--- src/rtl/ldo_seq.sv ---
module ldo_seq #(
  parameter int CLK_KHZ = 1000
) (
  input  logic       clk,
  input  logic       rst_n,
  input  logic [2:0] mode,
  input  logic       on_state,
  input  logic [2:0] dc_en,
  input  logic [2:0] dc_pg,
  input  logic       sleep_in,
  input  logic       sw_wr,
  input  logic [1:0] sw_en,
  output logic       ldo1_en,
  output logic       ldo2_en,
  output logic       ext_en
);
  localparam int ALIGN = 170 * CLK_KHZ / 1000;
  localparam int T300  = 300 * CLK_KHZ / 1000;
  localparam int T1MS  = CLK_KHZ;
  localparam int T10MS = 10 * CLK_KHZ;
  localparam int TW    = $clog2(T10MS + 1);
  localparam int AW    = $clog2(ALIGN + 1);

  logic [TW-1:0] tcnt, tlim;
  logic          trg, tdone;
  logic [1:0]    cond, en_reg, req;
  logic          done, sw2_mode, ext_mode;

  assign sw2_mode = (mode == 3'd3) || (mode == 3'd6);
  assign ext_mode = (mode == 3'd2) || (mode == 3'd7);
  assign ext_en   = on_state && ext_mode;
  assign tdone    = (tcnt == tlim);

  always_comb begin
    trg  = 1'b0;
    tlim = TW'(T1MS);
    cond = 2'b00;
    case (mode)
      3'd0: cond = 2'b11;
      3'd1: cond = {2{dc_en[2] && dc_pg[2]}};
      3'd2: begin
        trg  = 1'b1;
        cond = {tdone, dc_en[2]};
      end
      3'd3: begin
        trg  = dc_pg[0];
        tlim = TW'(T300);
        cond = {1'b0, tdone && dc_pg[0]};
      end
      3'd4: cond = {dc_en[2], dc_pg[0]};
      3'd5: cond = {dc_en[0] && dc_pg[0], dc_en[1]};
      3'd6: begin
        trg  = dc_pg[1];
        tlim = TW'(T10MS);
        cond = {1'b0, tdone && dc_pg[1]};
      end
      default: begin
        trg  = 1'b1;
        cond = {tdone, sleep_in && dc_pg[2]};
      end
    endcase
    if (!on_state) cond = 2'b00;
  end

  always_ff @(posedge clk or negedge rst_n) begin
    if (!rst_n) begin
      tcnt <= '0;
    end else if (on_state && trg) begin
      if (!tdone) tcnt <= tcnt + 1'b1;
    end else begin
      tcnt <= '0;
    end
  end

  always_ff @(posedge clk or negedge rst_n) begin
    if (!rst_n) begin
      done   <= 1'b0;
      en_reg <= 2'b00;
    end else if (!on_state) begin
      done   <= 1'b0;
      en_reg <= 2'b00;
    end else if (!done) begin
      en_reg <= cond;
      done   <= cond[0] && (cond[1] || sw2_mode);
    end else if (sw_wr) begin
      en_reg <= sw_en;
    end
  end

  assign req[0] = on_state && (done ? en_reg[0] : cond[0]) &&
                  ((mode != 3'd7) || sleep_in);
  assign req[1] = on_state && (done ? en_reg[1] : cond[1]);

  logic [1:0] aligned;
  for (genvar i = 0; i < 2; i++) begin : g_align
    logic [AW-1:0] acnt;
    always_ff @(posedge clk or negedge rst_n) begin
      if (!rst_n)                       acnt <= '0;
      else if (!req[i])                 acnt <= '0;
      else if (acnt != AW'(ALIGN))      acnt <= acnt + 1'b1;
    end
    assign aligned[i] = req[i] && (acnt == AW'(ALIGN));
  end

  assign ldo1_en = aligned[0];
  assign ldo2_en = aligned[1];
endmodule


--- config.mk ---
export PLATFORM = sky130hd
export DESIGN_NAME = ldo_seq
export DESIGN_NICKNAME = d
export VERILOG_FILES = /design/src/rtl/ldo_seq.sv
export SDC_FILE = /design/constraint.sdc
export NUM_CORES = 1
export LEC_CHECK = 0
export ABC_AREA = 1
export ABC_CLOCK_PERIOD_IN_PS = 1600
export BUFFER_PORTS_ARGS = -buffer_cell sky130_fd_sc_hd__buf_2
export CAP_MARGIN = 15
export CORE_UTILIZATION = 43
export CTS_CLUSTER_DIAMETER = 60
export DETAILED_ROUTE_END_ITERATION = 8
export GPL_TIMING_DRIVEN = 0
export PLACE_DENSITY = 0.72
export SYNTH_ARGS = -nofsm -noshare
export SYNTH_HDL_FRONTEND = slang
export SYNTH_SLANG_ARGS = --single-unit
--- constraint.sdc ---
create_clock -name clk -period 1.6 [get_ports clk]
set_input_delay 0.08 -clock clk [delete_from_list [all_inputs] [get_ports clk]]
set_output_delay 0.08 -clock clk [all_outputs]
set_load 0.05 [all_outputs]
==> results of run 1 <==
[tightest hold or removal path, cell delays in order]
cell and delay [ns]:
buf_2 0.10, nor2_1 0.05, nand2_1 0.05, nand2_1 0.05
[power breakdown]
part / total [mW] / switching, mW / internal, mW
sequential: 0.857 / 0.00974 / 0.847
clock: 0.614 / 0.314 / 0.300
combinational: 0.269 / 0.165 / 0.104
total: 1.74 / 0.489 / 1.25
[cell families after synthesis]
logic type | count (synthesis) | share of synthesized area
DFF | 33 | 0.380
and+or+nand+nor | 163 | 0.365
AOI/OAI and AO/OA | 35 | 0.0858
buffers and inverters | 37 | 0.0662
xor gates and xnor gates | 17 | 0.0685
adders and majority gates | 6 | 0.0346
[Yosys cell counts (all sizes together)]
| cell | n |
|---|---|
| a21oi | 15 |
| a31oi | 1 |
| buf | 2 |
| clkbuf | 2 |
| dfrtp | 33 |
| ha | 6 |
| inv | 33 |
| nand2 | 74 |
| nand3 | 27 |
| nand3b | 1 |
| nand4 | 7 |
| nor2 | 42 |
| nor3 | 10 |
| o21a | 2 |
| o21ai | 16 |
| o22ai | 1 |
| or2 | 2 |
| xnor2 | 1 |
| xor2 | 16 |
[path summary, 6_finish.rpt]
path,slack [ns],to,cells past startpoint
max,-0.51,ldo1_en,15
min,0.08,en_reg[0],4
max reg2reg,-0.31,tcnt[11],10
min reg2reg,0.49,en_reg[0],2
max in group asynchronous,0.72,g_align[1].acnt[1],2
min in group asynchronous,0.39,tcnt[13],2
[layout make-up]
| type | instances | area (sq um) | area share |
|---|---|---|---|
| buffer | 3 | 16.3 | 0.00614 |
| inverter | 33 | 124 | 0.0468 |
| sequential | 33 | 826 | 0.312 |
| multi-input combinational | 221 | 1280 | 0.484 |
| tap | 67 | 83.8 | 0.0316 |
| clock inverter | 3 | 17.5 | 0.00661 |
| timing repair buffer | 31 | 231 | 0.0874 |
| clock buffer | 5 | 68.8 | 0.0260 |
[what timing repair did]
| action | in CTS | in global routing |
|---|---|---|
| gates resized for setup | 8 | 19 |
| hold buffers | 1 | 0 |
| endpoints found under the hold margin | 33 | 0 |
| pin swaps | 2 | 6 |
| endpoints found under the setup margin | 24 | 29 |
| buffers inserted | 7 | 7 |
[metrics by stage]
step	instance area, sq um	TNS, ns	worst slack [ns]	instances	util
final	2650	-6.25	-0.511	396	0.553
after global routing	2650	-9.53	-0.652	396	0.553
after CTS	2550	-3.56	-0.469	390	0.532
after detailed placement	2360	-2.43	-0.376	374	0.494
after global placement	2360	-2.24	-0.377	374	0.494
after floorplan	2200	-0.268	-0.144	291	-
[layer usage]
metal / GRT usage / vias to the layer above
met2: 0.325 / 40
met4: 0.0588 / 0
met5: 0 / -
met3: 0.0373 / 7
met1: 0.243 / 888
li1: - / 1017
[cells in the final DEF (no fill, tap or decap), types with 2 or more instances in the layout]
cell type | synthesis | routed
inv_1 | 30 | 25
nand3_1 | 24 | 22
buf_4 | 1 | 13
dfrtp_1 | 33 | 33
nand3_2 | 1 | 3
buf_2 | 1 | 15
clkinv_2 | 0 | 2
clkbuf_8 | 0 | 5
or2_2 | 2 | 2
o21ai_1 | 3 | 4
nor2_4 | 1 | 5
buf_8 | 0 | 2
o21a_1 | 2 | 2
nand4_1 | 7 | 7
ha_1 | 6 | 4
nor3_1 | 10 | 9
nand2_1 | 68 | 64
inv_2 | 3 | 8
nand2_2 | 5 | 8
nand3_4 | 2 | 2
nor2_1 | 21 | 19
xor2_1 | 16 | 16
o21ai_0 | 12 | 11
a21oi_1 | 15 | 15
nor2_2 | 20 | 18
==> flow_summary_export.csv, run 1 <==
group,metric,value,unit
run_status,outcome,"complete, but fails checks",
run_status,violations,"setup timing",
cts,clock_sinks,33,
timing,period_minus_slack,2.11,ns
setup_path,crit_start,"tcnt[1]",
final_layout,n_fill_cell,474,
worst_hold_path,holdCritStartpoint,"sw_wr",
routing,vias_per_cell,4.93,
timing,whs,0.0791,ns
power_and_ir_drop,leakagePower,1.17,nW
setup_path,crit_fanout,3,
routing,ant_nets,0,
setup_path,max_stage_delay,0.40,ns
final_layout,nNetsFinal,350,
routing,drt_first_iter_violations,117,
die,core_region_area,0.00479,sq mm
synthesis,synth_top_area_frac,0.380,
routing,routed.top_layer,"met4",
setup_path,path_buf_inv,3,
synthesis,synth.distinct_cells,29,
routing,wl_met1,2.13,mm
die,die_w,73.1,microns
timing,fmax,474,MHz
routing,wl_met3,174,microns
synthesis,synthTopCellsByArea,"dfrtp_1 (38%), nand2_1 (12%), xor2_1 (6.5%)",
setup_path,crit_family,"simple AND/OR/NAND/NOR gates",
placed_design,port_buffers,16,
timing,worstMarginPinSlew,0.750,ns
cts,clk_path_buf_depth,2,
final_layout,drive_above_1_share,0.280,
final_layout,areaGrowthSynthToFinish,21.9,%
global_routing,grtUsageTotal,0.191,
cts,path_clk_slew,0.07,ns
die,rows,25,
power_and_ir_drop,ir_drop,280,uV
global_routing,grt_pass1_wl,7.83,mm
setup_path,r2r_start,"tcnt[0]",
setup_path,required,1.52,ns
routing,drc,0,
global_routing,grt_pass1_vias,1840,
die,io_pins,19,
power_and_ir_drop,power_density,657,mW/mm^2
setup_path,cp_data_arrival_time,2.03,ns
timing,finalSetupViolCount,27,
synthesis,ys_seq_elements,33,
setup_path,slowest_stage,"dfrtp_1",
die,design.die.area,0.00534,sq mm
cts,cts-root-buf,"clkbuf_8",
synthesis,synthesis.nets,313,
synthesis,syn_avg_cell_area,7.46,sq um
routing,route.met2.wl,2.27,mm
cts,cts_buffers,5,
routing,vias,1952,
placed_design,post-dp-hpwl,3.22,mm
setup_path,cp_common_cell,"nand2_2",
placed_design,gp_congestion,0.893,
run,max-cap-violations,0,
cts,cts_tree,"built",
timing,worst_slack,-0.511,ns
synthesis,netlist_instances,291,
setup_path,path_cells,"inv_2 -> ha_4 -> nand2_2 -> inv_2 -> nand3_2 -> nor2_2 -> nand2_2 -> nor2_4 -> nand3_2 -> nand2_2 -> nand2_2 -> nand2_4 -> nand2_8 -> nor2_4 -> buf_8",
power_and_ir_drop,power.total,1.74,mW
timing,fin_skew,0.00941,ns
timing,hold_viol,0,
timing,drv_slew,0,
final_layout,num_antenna_cells,0,
timing,fin_crit_sh,1.32,
cts,cts.htree.levels,2,
timing,rsz0062_at_grt,"yes",
worst_hold_path,hold_path.class,"in2reg",
timing,slew_headroom,0.500,
global_routing,grt_max_degree,34,
setup_path,path_class,"reg2out",
synthesis,synth_area,0.00217,sq mm
die,start_util,0.454,
synthesis,ys_warn_count,0,
routing,wl,4.65,mm
global_routing,grt_overflow,0,
die,die_height,73.1,microns
synthesis,seq_area_frac_synth,0.380,
cts,clk_latency,0.29,ns
global_routing,antenna_found_initial,0,
setup_path,worstSetupEndpointType,"output pin",
final_layout,largest_reg_flops,16,
setup_path,start_kind,"flop",
synthesis,yosysTopAreaCell,"dfrtp_1",
routing,dr.pass1.iters,4,
routing,wl_per_cell,11.7,microns
(Power assumes the default switching activity.)
==> inputs of run 2 (changes only) <==
--- a/config.mk
+++ b/config.mk
@@ -5,7 +5,6 @@
 export SDC_FILE = /design/constraint.sdc
 export NUM_CORES = 1
 export LEC_CHECK = 0
-export ABC_AREA = 1
 export ABC_CLOCK_PERIOD_IN_PS = 1600
 export BUFFER_PORTS_ARGS = -buffer_cell sky130_fd_sc_hd__buf_2
 export CAP_MARGIN = 15
==> flow_summary_export.csv, run 2 <==
group,metric,value,unit
synthesis,synth.distinct_cells,47,
die,die_w,71.5,microns
timing,worstMarginPinSlew,0.718,ns
die,rows,24,
cts,clk_latency,0.28,ns
run_status,violations,"setup timing",
final_layout,areaGrowthSynthToFinish,23.5,%
final_layout,final_common_cell,"dfrtp_1",
worst_hold_path,holdCritStartpoint,"on_state",
setup_path,start_kind,"flop",
timing,fin_skew,0.00478,ns
cts,cts.htree.levels,2,
routing,ant_nets,0,
final_layout,num_antenna_cells,0,
synthesis,synth_edf_count,0,
synthesis,syn_avg_cell_area,8.89,sq um
placed_design,dp_slack,-0.702,ns
setup_path,reg2reg_depth,9,
global_routing,grtUsageTotal,0.193,
power_and_ir_drop,leakagePower,1.04,nW
timing,rsz0062_at_grt,"yes",
setup_path,crit_start,"tcnt[0]",
cts,clock_sinks,33,
run_status,outcome,"complete, but fails checks",
synthesis,yosysTopAreaCell,"dfrtp_1",
setup_path,r2r_start,"tcnt[0]",
global_routing,grt_pass1_vias,1768,
global_routing,grt_overflow,0,
setup_path,ff2ff_setup_slack,-0.37,ns
final_layout,seqCellArea,826,sq um
setup_path,worstSetupEndpointType,"output pin",
timing,finalSetupViolCount,26,
synthesis,synth_area,0.00208,sq mm
routing,drt_first_iter_violations,114,
run,max-cap-violations,0,
die,die_height,71.5,microns
die,start_util,0.462,
setup_path,path_class,"reg2out",
die,io_pins,19,
placed_design,gp_congestion,0.809,
routing,vias_per_cell,5.54,
synthesis,synth-async-reset-ratio,1.00,
die,core_region_area,0.00450,sq mm
worst_hold_path,hold_end,"en_reg[1]",
global_routing,grt_max_degree,34,
routing,drc,0,
cts,clk_path_buf_depth,2,
synthesis,synth_top_area_frac,0.397,
global_routing,grt_pass1_wl,7.81,mm
cts,cts_buffers,5,
synthesis,synthesis.nets,256,
timing,drv_slew,0,
power_and_ir_drop,ir_drop,332,uV
placed_design,port_buffers,17,
die,design.die.area,0.00512,sq mm
final_layout,largest_reg_flops,16,
synthesis,synthTopCellsByArea,"dfrtp_1 (40%), nor2_1 (6.5%), xnor2_1 (5.9%)",
synthesis,synth_common_cells,"nor2_1 (36), dfrtp_1 (33), nand2_1 (15)",
final_layout,most-common-layout-cells,"dfrtp_1 (33), nor2_1 (27), buf_2 (17)",
timing,whs,0.140,ns
setup_path,required,1.52,ns
timing,period_minus_slack,2.13,ns
setup_path,timing.rr.end,"tcnt[1]",
routing,vias,1784,
setup_path,cp_data_arrival_time,2.05,ns
cts,path_clk_slew,0.07,ns
synthesis,ys_warn_count,0,
routing,dr.pass1.iters,4,
timing,fmax,470,MHz
final_layout,drive_above_1_share,0.256,
worst_hold_path,hold_depth,3,
final_layout,multi_input_area,0.00131,sq mm
final_layout,n_fill_cell,407,
cts,cts-root-buf,"clkbuf_8",
cts,cts_tree,"built",
routing,wl_per_cell,13.5,microns
synthesis,netlist_instances,234,
timing,slew_headroom,0.521,
timing,worst_slack,-0.527,ns
synthesis,ys_seq_elements,33,
timing,hold_viol,0,
power_and_ir_drop,power_density,669,mW/mm^2
placed_design,post-dp-hpwl,2.93,mm
final_layout,nNetsFinal,292,
setup_path,crit_fanout,2,
synthesis,synth_most_common_cell,"nor2_1",
global_routing,antenna_found_initial,0,
worst_hold_path,hold_path.class,"in2reg",
synthesis,ys.flop_type,"dfrtp_1",
timing,fin_crit_sh,1.33,
routing,wl,4.35,mm
synthesis,seq_area_frac_synth,0.397,
## run 2: worst max-delay path by stage
stage	end	slack (ns)	cells after the start
6_report	ldo1_en	-0.53	9
5_1_grt	ldo1_en	-0.61	9
4_1_cts	ldo2_en	-0.54	8
3_5_place_dp	ldo2_en	-0.70	8
3_3_place_gp	ldo2_en	-0.67	8
2_1_floorplan	ldo2_en	-0.34	7
## run 2: kinds of logic (layout without fill, tap and decap cells)
family	Yosys count	in the layout	share of synthesized area
adders and majority gates	6	6	0.0361
and+or+nand+nor	106	106	0.265
muxes	3	3	0.0144
buffers and inverters	20	56	0.0427
DFF	33	33	0.397
xor gates and xnor gates	23	23	0.0969
AOI/OAI and AO/OA	43	43	0.148
## run 2: metrics by stage
stage	setup TNS [ns]	power (mW)	area, sq um	util	cells
floorplan	-4.74	0.998	2100	-	234
global placement	-11.85	1.06	2250	0.500	303
detailed placement	-12.96	1.07	2250	0.500	303
CTS	-7.62	1.72	2480	0.550	318
global route	-9.56	1.81	2570	0.570	322
finish	-7.07	1.72	2570	0.570	322
## run 2: area by class of cell
class	instances	share of cell area
Buffer	6	0.0141
Tap cell	52	0.0253
Inverter	14	0.0205
Clock buffer	7	0.0336
Multi-Input combinational cell	181	0.509
Timing Repair Buffer	29	0.0755
Sequential cell	33	0.322
## run 2: report_power, final
group	switching (mW)	total, mW	internal (mW)
clock network	0.291	0.632	0.341
logic	0.137	0.226	0.0887
registers	0.00987	0.858	0.848
total	0.438	1.72	1.28
## run 2: per-layer routing
metal / up-vias / share of wire / GRT usage
met4: 0 / 0.011 / 0.0458
met3: 6 / 0.026 / 0.0478
met2: 18 / 0.48 / 0.321
li1: 893 / - / -
met1: 867 / 0.49 / 0.255
met5: - / 0 / 0
## run 2: critical path: stages (launching register included)
cell and delay (ns):
dfrtp_1 0.39, inv_2 0.08, ha_4 0.12, and4bb_2 0.23, o211ai_1 0.10, buf_4 0.16
nor4_4 0.30, a211oi_4 0.12, nor2_4 0.11, buf_6 0.16
## run 2: what timing repair did
item,in CTS,in global routing
hold buffers,1,0
endpoints found under the setup margin,26,27
hold endpoints to repair,33,0
pin swaps,6,6
gates resized for setup,16,16
setup buffers,8,6
